**src/rtl/acc_alu_pkg.sv**
```systemverilog
package acc_alu_pkg;

   typedef enum logic [4:0] {
      OP_PASS, OP_ADD, OP_ADDC, OP_SUBB,
      OP_INCA, OP_INCM, OP_DECA, OP_DECM,
      OP_MUL, OP_DIV, OP_DA,
      OP_AND, OP_OR, OP_XOR,
      OP_CLR, OP_CPL, OP_SWAP,
      OP_RL, OP_RR, OP_RLC, OP_RRC
   } alu_op_e;

   localparam int OPC_W = 8;

endpackage

```
**src/rtl/acc_op_decode.sv**
```systemverilog
module acc_op_decode
   import acc_alu_pkg::*;
(
   input  logic [OPC_W-1:0] opcode_i,
   output alu_op_e          op_o
);

   logic [3:0] hi_nib;
   logic [3:0] lo_nib;

   assign hi_nib = opcode_i[7:4];
   assign lo_nib = opcode_i[3:0];

   always_comb begin
      op_o = OP_PASS;
      case (opcode_i)
         8'h04:   op_o = OP_INCA;
         8'h14:   op_o = OP_DECA;
         8'hA4:   op_o = OP_MUL;
         8'h84:   op_o = OP_DIV;
         8'hD4:   op_o = OP_DA;
         8'hE4:   op_o = OP_CLR;
         8'hF4:   op_o = OP_CPL;
         8'hC4:   op_o = OP_SWAP;
         8'h23:   op_o = OP_RL;
         8'h03:   op_o = OP_RR;
         8'h33:   op_o = OP_RLC;
         8'h13:   op_o = OP_RRC;
         default: begin
            case (hi_nib)
               4'h0: if (lo_nib >= 4'h5) op_o = OP_INCM;
               4'h1: if (lo_nib >= 4'h5) op_o = OP_DECM;
               4'h2: if (lo_nib >= 4'h4) op_o = OP_ADD;
               4'h3: if (lo_nib >= 4'h4) op_o = OP_ADDC;
               4'h9: if (lo_nib >= 4'h4) op_o = OP_SUBB;
               4'h4: if (lo_nib >= 4'h2) op_o = OP_OR;
               4'h5: if (lo_nib >= 4'h2) op_o = OP_AND;
               4'h6: if (lo_nib >= 4'h2) op_o = OP_XOR;
               default: op_o = OP_PASS;
            endcase
         end
      endcase
   end

endmodule

```
**src/rtl/acc_addsub.sv**
```systemverilog
module acc_addsub #(
   parameter int DATA_W = 8,
   parameter int NIB_W  = 4
) (
   input  logic [DATA_W-1:0] a_i,
   input  logic [DATA_W-1:0] b_i,
   input  logic              sub_i,
   input  logic              cin_i,
   output logic [DATA_W-1:0] sum_o,
   output logic              cy_o,
   output logic              ac_o,
   output logic              ov_o
);

   logic [DATA_W-1:0] b_eff;
   logic              c_eff;
   logic [NIB_W:0]    low_sum;
   logic [DATA_W-1:0] body_sum;
   logic [DATA_W:0]   full_sum;

   // subtraction as a + ~b + ~borrow; carries are inverted back to borrows
   assign b_eff = sub_i ? ~b_i : b_i;
   assign c_eff = sub_i ? ~cin_i : cin_i;

   assign low_sum  = {1'b0, a_i[NIB_W-1:0]} + {1'b0, b_eff[NIB_W-1:0]}
                   + {{NIB_W{1'b0}}, c_eff};
   assign body_sum = {1'b0, a_i[DATA_W-2:0]} + {1'b0, b_eff[DATA_W-2:0]}
                   + {{(DATA_W-1){1'b0}}, c_eff};
   assign full_sum = {1'b0, a_i} + {1'b0, b_eff} + {{DATA_W{1'b0}}, c_eff};

   assign sum_o = full_sum[DATA_W-1:0];
   assign cy_o  = full_sum[DATA_W] ^ sub_i;
   assign ac_o  = low_sum[NIB_W] ^ sub_i;
   assign ov_o  = body_sum[DATA_W-1] ^ full_sum[DATA_W];

endmodule

```
**src/rtl/acc_muldiv.sv**
```systemverilog
module acc_muldiv #(
   parameter int DATA_W    = 8,
   parameter int DIV_STYLE = 0
) (
   input  logic [DATA_W-1:0] a_i,
   input  logic [DATA_W-1:0] b_i,
   output logic [DATA_W-1:0] prod_lo_o,
   output logic [DATA_W-1:0] prod_hi_o,
   output logic [DATA_W-1:0] quo_o,
   output logic [DATA_W-1:0] rem_o
);

   localparam int PROD_W = 2 * DATA_W;

   logic [PROD_W-1:0] prod;

   assign prod      = {{DATA_W{1'b0}}, a_i} * {{DATA_W{1'b0}}, b_i};
   assign prod_lo_o = prod[DATA_W-1:0];
   assign prod_hi_o = prod[PROD_W-1:DATA_W];

   generate
      if (DIV_STYLE == 0) begin : g_div_array
         // restoring array; a zero divisor naturally yields all-ones and a
         always_comb begin
            logic [DATA_W:0] part;
            part  = '0;
            quo_o = '0;
            for (int i = DATA_W - 1; i >= 0; i--) begin
               part = {part[DATA_W-1:0], a_i[i]};
               if (part >= {1'b0, b_i}) begin
                  part     = part - {1'b0, b_i};
                  quo_o[i] = 1'b1;
               end
            end
            rem_o = part[DATA_W-1:0];
         end
      end else if (DIV_STYLE == 1) begin : g_div_operator
         always_comb begin
            if (b_i == '0) begin
               quo_o = '1;
               rem_o = a_i;
            end else begin
               quo_o = a_i / b_i;
               rem_o = a_i % b_i;
            end
         end
      end else begin : g_div_bad
         $error("acc_muldiv: DIV_STYLE must be 0 or 1");
      end
   endgenerate

endmodule

```
**src/rtl/acc_bitops.sv**
```systemverilog
module acc_bitops
   import acc_alu_pkg::*;
#(
   parameter int DATA_W = 8
) (
   input  alu_op_e           op_i,
   input  logic [DATA_W-1:0] a_i,
   input  logic [DATA_W-1:0] b_i,
   input  logic              cy_i,
   output logic [DATA_W-1:0] res_o,
   output logic              cy_o
);

   localparam int HALF_W = DATA_W / 2;

   always_comb begin
      res_o = a_i;
      cy_o  = cy_i;
      case (op_i)
         OP_AND:  res_o = a_i & b_i;
         OP_OR:   res_o = a_i | b_i;
         OP_XOR:  res_o = a_i ^ b_i;
         OP_CLR:  res_o = '0;
         OP_CPL:  res_o = ~a_i;
         OP_SWAP: res_o = {a_i[HALF_W-1:0], a_i[DATA_W-1:HALF_W]};
         OP_RL:   res_o = {a_i[DATA_W-2:0], a_i[DATA_W-1]};
         OP_RR:   res_o = {a_i[0], a_i[DATA_W-1:1]};
         OP_RLC: begin
            res_o = {a_i[DATA_W-2:0], cy_i};
            cy_o  = a_i[DATA_W-1];
         end
         OP_RRC: begin
            res_o = {cy_i, a_i[DATA_W-1:1]};
            cy_o  = a_i[0];
         end
         default: begin
            res_o = a_i;
            cy_o  = cy_i;
         end
      endcase
   end

endmodule

```
**src/rtl/acc_decadj.sv**
```systemverilog
module acc_decadj #(
   parameter int DATA_W = 8,
   parameter int NIB_W  = 4
) (
   input  logic [DATA_W-1:0] a_i,
   input  logic              cy_i,
   input  logic              ac_i,
   output logic [DATA_W-1:0] res_o,
   output logic              cy_o
);

   localparam logic [DATA_W:0]  FIX_LO = (DATA_W+1)'(6);
   localparam logic [DATA_W:0]  FIX_HI = (DATA_W+1)'(96);
   localparam logic [NIB_W-1:0] DIG_MAX = NIB_W'(9);

   logic            need_lo;
   logic            need_hi;
   logic [DATA_W:0] step1;
   logic [DATA_W:0] step2;

   assign need_lo = (a_i[NIB_W-1:0] > DIG_MAX) || ac_i;
   assign step1   = {1'b0, a_i} + (need_lo ? FIX_LO : '0);
   assign need_hi = (step1[DATA_W-1:NIB_W] > DIG_MAX) || cy_i || step1[DATA_W];
   assign step2   = {1'b0, step1[DATA_W-1:0]} + (need_hi ? FIX_HI : '0);

   assign res_o = step2[DATA_W-1:0];
   assign cy_o  = cy_i | step1[DATA_W] | step2[DATA_W];

endmodule

```
**src/rtl/acc_alu.sv**
```systemverilog
module acc_alu
   import acc_alu_pkg::*;
#(
   parameter int DATA_W    = 8,
   parameter int DIV_STYLE = 0
) (
   input  logic [7:0]        opcode_i,
   input  logic [DATA_W-1:0] acc_i,
   input  logic [DATA_W-1:0] opnd_i,
   input  logic [DATA_W-1:0] breg_i,
   input  logic              cy_i,
   input  logic              ac_i,
   input  logic              ov_i,
   output logic [DATA_W-1:0] res_o,
   output logic [DATA_W-1:0] breg_o,
   output logic              cy_o,
   output logic              ac_o,
   output logic              ov_o
);

   localparam int NIB_W = DATA_W / 2;
   localparam logic [DATA_W-1:0] ONE = DATA_W'(1);

   generate
      if (DATA_W != 8) begin : g_bad_width
         $error("acc_alu: decimal adjust and opcode map need DATA_W == 8");
      end
   endgenerate

   alu_op_e           op;
   logic [DATA_W-1:0] as_sum;
   logic              as_cy, as_ac, as_ov;
   logic [DATA_W-1:0] p_lo, p_hi, q, r;
   logic [DATA_W-1:0] bit_res;
   logic              bit_cy;
   logic [DATA_W-1:0] da_res;
   logic              da_cy;
   logic              is_sub;
   logic              cin_eff;

   assign is_sub  = (op == OP_SUBB);
   assign cin_eff = (op == OP_ADD) ? 1'b0 : cy_i;

   acc_op_decode u_dec (
      .opcode_i (opcode_i),
      .op_o     (op)
   );

   acc_addsub #(.DATA_W(DATA_W), .NIB_W(NIB_W)) u_addsub (
      .a_i   (acc_i),
      .b_i   (opnd_i),
      .sub_i (is_sub),
      .cin_i (cin_eff),
      .sum_o (as_sum),
      .cy_o  (as_cy),
      .ac_o  (as_ac),
      .ov_o  (as_ov)
   );

   acc_muldiv #(.DATA_W(DATA_W), .DIV_STYLE(DIV_STYLE)) u_muldiv (
      .a_i       (acc_i),
      .b_i       (breg_i),
      .prod_lo_o (p_lo),
      .prod_hi_o (p_hi),
      .quo_o     (q),
      .rem_o     (r)
   );

   acc_bitops #(.DATA_W(DATA_W)) u_bitops (
      .op_i  (op),
      .a_i   (acc_i),
      .b_i   (opnd_i),
      .cy_i  (cy_i),
      .res_o (bit_res),
      .cy_o  (bit_cy)
   );

   acc_decadj #(.DATA_W(DATA_W), .NIB_W(NIB_W)) u_da (
      .a_i   (acc_i),
      .cy_i  (cy_i),
      .ac_i  (ac_i),
      .res_o (da_res),
      .cy_o  (da_cy)
   );

   always_comb begin
      res_o  = acc_i;
      breg_o = breg_i;
      cy_o   = cy_i;
      ac_o   = ac_i;
      ov_o   = ov_i;
      case (op)
         OP_ADD, OP_ADDC, OP_SUBB: begin
            res_o = as_sum;
            cy_o  = as_cy;
            ac_o  = as_ac;
            ov_o  = as_ov;
         end
         OP_INCA: res_o = acc_i + ONE;
         OP_INCM: res_o = opnd_i + ONE;
         OP_DECA: res_o = acc_i - ONE;
         OP_DECM: res_o = opnd_i - ONE;
         OP_MUL: begin
            res_o  = p_lo;
            breg_o = p_hi;
            cy_o   = 1'b0;
            ov_o   = |p_hi;
         end
         OP_DIV: begin
            res_o  = q;
            breg_o = r;
            cy_o   = 1'b0;
            ov_o   = (breg_i == '0);
         end
         OP_DA: begin
            res_o = da_res;
            cy_o  = da_cy;
         end
         OP_AND, OP_OR, OP_XOR, OP_CLR, OP_CPL, OP_SWAP,
         OP_RL, OP_RR, OP_RLC, OP_RRC: begin
            res_o = bit_res;
            cy_o  = bit_cy;
         end
         default: begin
            res_o = acc_i;
         end
      endcase
   end

endmodule

```
**config.mk**
```make
export PLATFORM = sky130hd
export DESIGN_NAME = acc_alu
export DESIGN_NICKNAME = d
export VERILOG_FILES = /design/src/rtl/acc_alu_pkg.sv /design/src/rtl/acc_op_decode.sv /design/src/rtl/acc_addsub.sv /design/src/rtl/acc_muldiv.sv /design/src/rtl/acc_bitops.sv /design/src/rtl/acc_decadj.sv /design/src/rtl/acc_alu.sv
export SDC_FILE = /design/constraint.sdc
export NUM_CORES = 1
export LEC_CHECK = 0
export ABC_CLOCK_PERIOD_IN_PS = 60900
export BUFFER_PORTS_ARGS = -buffer_cell sky130_fd_sc_hd__buf_2
export CAP_MARGIN = 20
export CORE_ASPECT_RATIO = 1.5
export CORE_UTILIZATION = 53
export DETAILED_ROUTE_END_ITERATION = 6
export PLACE_DENSITY = 0.71
export RECOVER_POWER = 50
export SYNTH_ARGS = -nofsm -noshare
export SYNTH_HDL_FRONTEND = slang
export SYNTH_HIERARCHICAL = 1
export SYNTH_SLANG_ARGS = --single-unit
```
**constraint.sdc**
```tcl
create_clock -name vclk -period 60.9
set_input_delay 12.18 -clock vclk [all_inputs]
set_output_delay 12.18 -clock vclk [all_outputs]
set_load 0.05 [all_outputs]
```
== Yosys cells after proc, flatten, opt, wreduce, memory -nomap -nowiden ==
Index checks and enable logic that the tools add are counted.

* Logic and storage cells: 131
* Register bits after elaboration: 0
* Bits of input ports: 35
* Output and inout port bits: 19

* Add/sub/neg operators: 20
* Magnitude comparators: 13
* $mul: 1
* Mux-type cells: 38
* Reduce and logical (&&, ||, !) cells: 9
* Bitwise gates (word level): 11
* Equality and inequality tests: 39

{| class="wikitable"
|+ Operators with widths
! kind !! count
|-
| $pmux W8 S10 || 1
|-
| $mux W8 || 9
|-
| $pmux W8 S9 || 1
|-
| $ge A9 B8 Y1 || 7
|-
| $pmux W5 S12 || 1
|-
| $sub A8 B8 Y8 || 7
|-
| $eq A8 B8 Y1 const B || 6
|-
| $eq A5 B4 Y1 const B || 8
|-
| $pmux W5 S8 || 1
|-
| $eq A5 B5 Y1 const B || 5
|-
| $eq A5 B3 Y1 const B || 4
|-
| $add A8 B9 Y9 || 2
|-
| $add A8 B1 Y8 const B || 2
|-
| $eq A8 B5 Y1 const B || 2
|-
| $eq A8 B6 Y1 const B || 2
|-
| $mul A8 B8 Y16 || 1
|-
| $not A8 Y8 || 2
|-
| $pmux W8 S2 || 1
|-
| $sub A8 B1 Y8 const B || 2
|-
| $eq A4 B3 Y1 const B || 3
|-
| $mux W1 || 12
|-
| $mux W4 || 3
|-
| $eq A5 B2 Y1 const B || 2
|-
| $reduce_or A10 Y1 || 1
|-
| 35 further kinds || 46
|}

== Logic depth before layout (Yosys ltp) ==
* Depth in word-level cells: 17
* Depth in mapped cells: 86
* Mapped depth without buffers: 85

== By module ==
Netlist, hierarchy kept.

{| class="wikitable"
|+ Modules (own cells, without submodules)
! module !! times used !! area an instance (µm²) !! sequential area each (µm²) !! cells each
|-
| acc_muldiv || 1 || 5,380.2 || 0.0 || 699
|-
| acc_alu || 1 || 1,519.0 || 0.0 || 213
|-
| acc_bitops || 1 || 1,036.0 || 0.0 || 147
|-
| acc_addsub || 1 || 444.2 || 0.0 || 54
|-
| acc_decadj || 1 || 367.9 || 0.0 || 47
|-
| acc_op_decode || 1 || 335.3 || 0.0 || 52
|}

== Worst setup path before layout ==
No wires, ideal clock.

* Path kind: input to output
* Start: input acc_i[7]
* End: output breg_o[3]
* Stages: 81
* Required time: 48.720 ns
* Setup slack: 21.199 ns
* Path buffers: 1
* Arrival time: 27.521 ns
* Cells stage by stage: inv_1 ha_1 inv_1 ha_1 or3b_2 or4_4 inv_1 ha_1 and4_1 a21oi_1 o21ai_0 nor2_1 mux2_2 inv_1 ha_1 nor2b_1 o31a_1 o221ai_1 [... 45 more ...] nand3b_1 mux2i_4 inv_4 mux2i_1 ha_1 nor2b_1 o21ai_0 a21boi_0 o21ai_0 a21oi_1 o21ai_0 nand3b_1 a21oi_1 o31a_1 o221ai_4 mux2_2 mux2i_1 a21oi_1

* Longest elaborated chain between the ends: 17
* Elaborated cells between the ends (all ways): 26
* Classes of those cells: add/sub (8); mul (1); order compare (8); mux (9)

{| class="wikitable"
|+ RTL lines
! element !! RTL line !! RTL
|-
| start: declaration || acc_alu.sv:8 || <nowiki>input logic [DATA_W-1:0] acc_i,</nowiki>
|-
| $sub A1 B8 Y8 or $ge A1 B8 Y1 (tied branches) || acc_muldiv.sv:31, acc_muldiv.sv:30 ||
|-
| $mux W8 * || acc_muldiv.sv:30 || <nowiki>if (part >= {1'b0, b_i}) begin</nowiki>
|-
| $sub A8 B8 Y8 or $ge A9 B8 Y1 (tied branches) || acc_muldiv.sv:31, acc_muldiv.sv:30 ||
|-
| $mux W8 * || acc_muldiv.sv:30 ||
|-
| $sub A8 B8 Y8 or $ge A9 B8 Y1 (tied branches) || acc_muldiv.sv:31, acc_muldiv.sv:30 ||
|-
| $mux W8 * || acc_muldiv.sv:30 ||
|-
| $sub A8 B8 Y8 or $ge A9 B8 Y1 (tied branches) || acc_muldiv.sv:31, acc_muldiv.sv:30 ||
|-
| $mux W8 * || acc_muldiv.sv:30 ||
|-
| [... 2 more ...] || - ||
|-
| $sub A8 B8 Y8 or $ge A9 B8 Y1 (tied branches) || acc_muldiv.sv:31, acc_muldiv.sv:30 ||
|-
| $mux W8 * || acc_muldiv.sv:30 ||
|-
| $sub A8 B8 Y8 or $ge A9 B8 Y1 (tied branches) || acc_muldiv.sv:31, acc_muldiv.sv:30 ||
|-
| $mux W8 * || acc_muldiv.sv:30 ||
|-
| $ge A9 B8 Y1 or $sub A8 B8 Y8 (tied branches) || acc_muldiv.sv:30, acc_muldiv.sv:31 ||
|-
| $mux W8 * || acc_muldiv.sv:30 ||
|-
| net r[3] || acc_alu.sv:33 || <nowiki>logic [DATA_W-1:0] p_lo, p_hi, q, r;</nowiki>
|-
| $pmux W8 S2 * || acc_alu.sv:92 || <nowiki>case (op)</nowiki>
|-
| end: declaration || acc_alu.sv:15 || <nowiki>output logic [DATA_W-1:0] breg_o,</nowiki>
|}

Mark *: on every way through the listed nets, which the timed path passes. The rest lies on a longest branch.

== Worst setup path after layout ==
* Start: input breg_i[1]
* End: output res_o[0]

* Longest elaborated chain between the ends: 17
* Elaborated cells between the ends (all ways): 24
* Classes of those cells: add/sub (7); order compare (8); mux (9)

{| class="wikitable"
|+ RTL lines
! element !! RTL line !! RTL
|-
| start: declaration || acc_alu.sv:10 || <nowiki>input logic [DATA_W-1:0] breg_i,</nowiki>
|-
| $sub A1 B8 Y8 or $ge A1 B8 Y1 (tied branches) || acc_muldiv.sv:31, acc_muldiv.sv:30 ||
|-
| $mux W8 || acc_muldiv.sv:30 ||
|-
| $sub A8 B8 Y8 or $ge A9 B8 Y1 (tied branches) || acc_muldiv.sv:31, acc_muldiv.sv:30 ||
|-
| $mux W8 || acc_muldiv.sv:30 ||
|-
| $sub A8 B8 Y8 or $ge A9 B8 Y1 (tied branches) || acc_muldiv.sv:31, acc_muldiv.sv:30 ||
|-
| $mux W8 || acc_muldiv.sv:30 ||
|-
| $sub A8 B8 Y8 or $ge A9 B8 Y1 (tied branches) || acc_muldiv.sv:31, acc_muldiv.sv:30 ||
|-
| $mux W8 || acc_muldiv.sv:30 ||
|-
| [... 2 more ...] || - ||
|-
| $sub A8 B8 Y8 or $ge A9 B8 Y1 (tied branches) || acc_muldiv.sv:31, acc_muldiv.sv:30 ||
|-
| $mux W8 || acc_muldiv.sv:30 ||
|-
| $sub A8 B8 Y8 or $ge A9 B8 Y1 (tied branches) || acc_muldiv.sv:31, acc_muldiv.sv:30 ||
|-
| $mux W8 || acc_muldiv.sv:30 ||
|-
| $ge A9 B8 Y1 * || acc_muldiv.sv:30 ||
|-
| $mux W1 * || acc_muldiv.sv:30 ||
|-
| net q[0] || acc_alu.sv:33 ||
|-
| $pmux W8 S9 * || acc_alu.sv:92 ||
|-
| end: declaration || acc_alu.sv:14 || <nowiki>output logic [DATA_W-1:0] res_o,</nowiki>
|}

Marks and branches as above.

==> run summary <==
DRT Pass-1 Iters = 7
static leakage = 0.00457 µW
DR vias = 9,220
Critical Path Sink = res_o[0]
fin crit share = 70.6%
die span in y = 162 µm
CTS resizes = 0
switching power total = 169 µW
setup_tns = 0 ps
P per Cell Area = 30.5 mW/mm²
Routed WL = 28,300 µm
Synth Area in Simple Gates = 23.4%
DRC = 6
vias in the first global route = 9,020
Cell Area, Synth = 0.00908 mm²
starting density of the core = 54.2%
status = finished, violations left
combinational cell fraction of total power = 100.0%
nets@finish = 1,467
initial antenna violation count = 0
Mean Syn Cell Area = 7.49 µm²
sequential share of power = 0%
post-synthesis mux area share = 6.30%
total power = 289 µW
required time of the worst setup path = 48,720 ps
Multi-input gate area = 0.00837 mm²
WL/cell = 19.5 µm
postcts setup bufs = 0
antenna cells = 0
Synth Area in Compound Gates = 25.6%
Seq cells = 0
PortBufs = 54
Final Setup Violations = 0
Area Overhead vs Synth = 4.44%
clock power share = 0%
worst-margin pin slew = 2770 ps
RSZ-0062 raised after global routing = false
Synth Area in XOR/XNOR = 6.65%
synth warn = 6
sequential area share after synthesis = 0%
first-pass GRT wire length = 44,600 µm
Layout clock buffers = 0
cell repeated most along the worst path = o21ai_0
Die ar. = 0.0177 mm²
Crit Path Max Fanout = 15
Routed Antenna Nets = 0
Mapped Cells = 1,212
Hold WC Path Type = primary input to primary output
share of cells above drive strength 1 = 10.6%
failing checks = design-rule violations, max-capacitance violations, max-slew violations
row count = 58
Sw Share = 58.5%
Core ar. = 0.0168 mm²
largest family of logic cells by synthesized area = adder cells
maxcap violations = 1
CP startpoint kind = primary input
crit path from = breg_i[1]
num ports = 54
slew margin rel. = -84.5%
cell-internal power = 120 µW
grt ovf = 0
crit end category = primary output
Slew Limit Fails = 57
Mapped Nets = 1,436
Synth cell types = 109
CP max stage delay = 690 ps
die width = 109 µm
Hold Fails Final Rpt = 0
Via density = 6.35
Fillers = 1,631
hpwl dp = 22,200 µm
Period minus WS final = 43,000 ps
Synth Area in Adders = 30.0%
1st-iter DRT viols = 990
GRT Overall Usage = 31.9%
Seq. cell area = 0 µm²
worst vdd ir = 0.0482 mV
arrival time at the worst endpoint = 30,820 ps
Crit Path Category = primary input to primary output
critical path's slowest cell = clkbuf_1
GP Congestion = 0.970
final core occ = 56.6%
Hold Buf Count CTS = 0
Fmax = 23.3 MHz
largest net degree at the start of global routing = 57
## stage by stage
stage                     area [µm²]  hold slack [ps]  setup slack (ps)  std cells
final                           9490            24890             17900       1451
after global routing            9490            24910             16010       1451
after CTS                       9510            24880             19200       1451
after detailed placement        9510            24870             19290       1451
after global placement          9510            24870             19740       1451
after floorplan                 9080            24640             21200       1212
## layer usage
layer | GRT usage [%] | share of wire (%)
met5 | 0 | 0
met1 | 35.0 | 38
met2 | 57.6 | 50
met3 | 3.20 | 5.1
met4 | 19.8 | 6.4
## kinds of logic after synthesis
logic type                 count (synthesis)
xor gates and xnor gates                  69
AOI/OAI and AO/OA                        323
muxes                                     52
and+or+nand+nor                          409
adders and majority gates                189
buffers and inverters                    170
## cells in the mapped netlist, drive strengths merged (5+ instances only)
cell	count	area [µm²]
fa	48	961
xor2	36	315
o211ai	15	136
and4	6	55.1
nand2	102	385
nor2	117	442
a32oi	9	78.8
a31oi	8	50.1
ha	141	1760
mux2i	31	335
o31a	5	43.8
nand3	26	143
nor4	11	96.3
nor3	26	146
nor3b	5	52.6
buf	28	189
a21boi	11	82.6
o221ai	8	93.8
a21o	24	180
inv	133	509
a21oi	71	370
a221o	7	70.1
or3	6	37.5
o32a	5	50.1
o21ai	74	382
xnor2	33	289
and3	8	50.1
a221oi	7	80.1
nand4	14	87.6
o22ai	8	56.3
or2	8	52.6
mux2	21	236
nand3b	6	45.0
nand2b	20	125
nor2b	27	176
clkbuf	8	32.5
and2	12	77.6
o21a	13	97.6
a22oi	6	45.0
## worst max-delay path: cells and delay by family
kind,cells,cell delay (ps)
simple gates,23,4570
mux,4,1290
compound gates,38,8390
buf+inv,9,1990
fa+ha+maj,8,2410
## power by group through the flow
stage               logic, µW  registers (µW)  clock network (µW)
detailed placement        285               0                   0
floorplan                 220               0                   0
CTS                       286               0                   0
global route              315               0                   0
finish                    289               0                   0
global placement          280               0                   0
## worst min path at each step
| stage | from | to | slack [ps] | cells past startpoint |
|---|---|---|---|---|
| 2_1_floorplan | breg_i[0] | breg_o[0] | 24640 | 2 |
| 3_3_place_gp | ac_i | ac_o | 24870 | 3 |
| 3_5_place_dp | ac_i | ac_o | 24870 | 3 |
| 4_1_cts | ac_i | ac_o | 24880 | 3 |
| 5_1_grt | ac_i | ac_o | 24910 | 3 |
| 6_report | ac_i | ac_o | 24890 | 3 |
## cell usage in the layout (no fill, tap or decap), drive strengths merged, types with 5 or more instances in the layout
| master | n |
|---|---|
| a32oi | 9 |
| and4 | 6 |
| fa | 48 |
| nand3 | 26 |
| inv | 133 |
| mux2 | 21 |
| clkbuf | 7 |
| and3 | 8 |
| or2 | 8 |
| nor2b | 27 |
| o21ai | 74 |
| nor3b | 5 |
| a21boi | 11 |
| xor2 | 36 |
| nand2 | 102 |
| a22oi | 6 |
| nand3b | 6 |
| a21o | 24 |
| o221ai | 8 |
| ha | 141 |
| and2 | 12 |
| a221o | 7 |
| a31oi | 8 |
| xnor2 | 33 |
| nand2b | 20 |
| nor4 | 11 |
| o22ai | 8 |
| nor3 | 26 |
| nor2 | 117 |
| o32a | 5 |
| a21oi | 71 |
| mux2i | 31 |
| buf | 58 |
| a221oi | 7 |
| nand4 | 14 |
| o211ai | 15 |
| o31a | 5 |
| o21a | 13 |
| or3 | 6 |
## layout make-up
class              count  share of cell area [%]
inverters            134                    5.41
multi-input cells   1042                    88.2
well taps            210                    2.77
repair buffers        65                    3.60
Power figures use the tool's default switching activity.
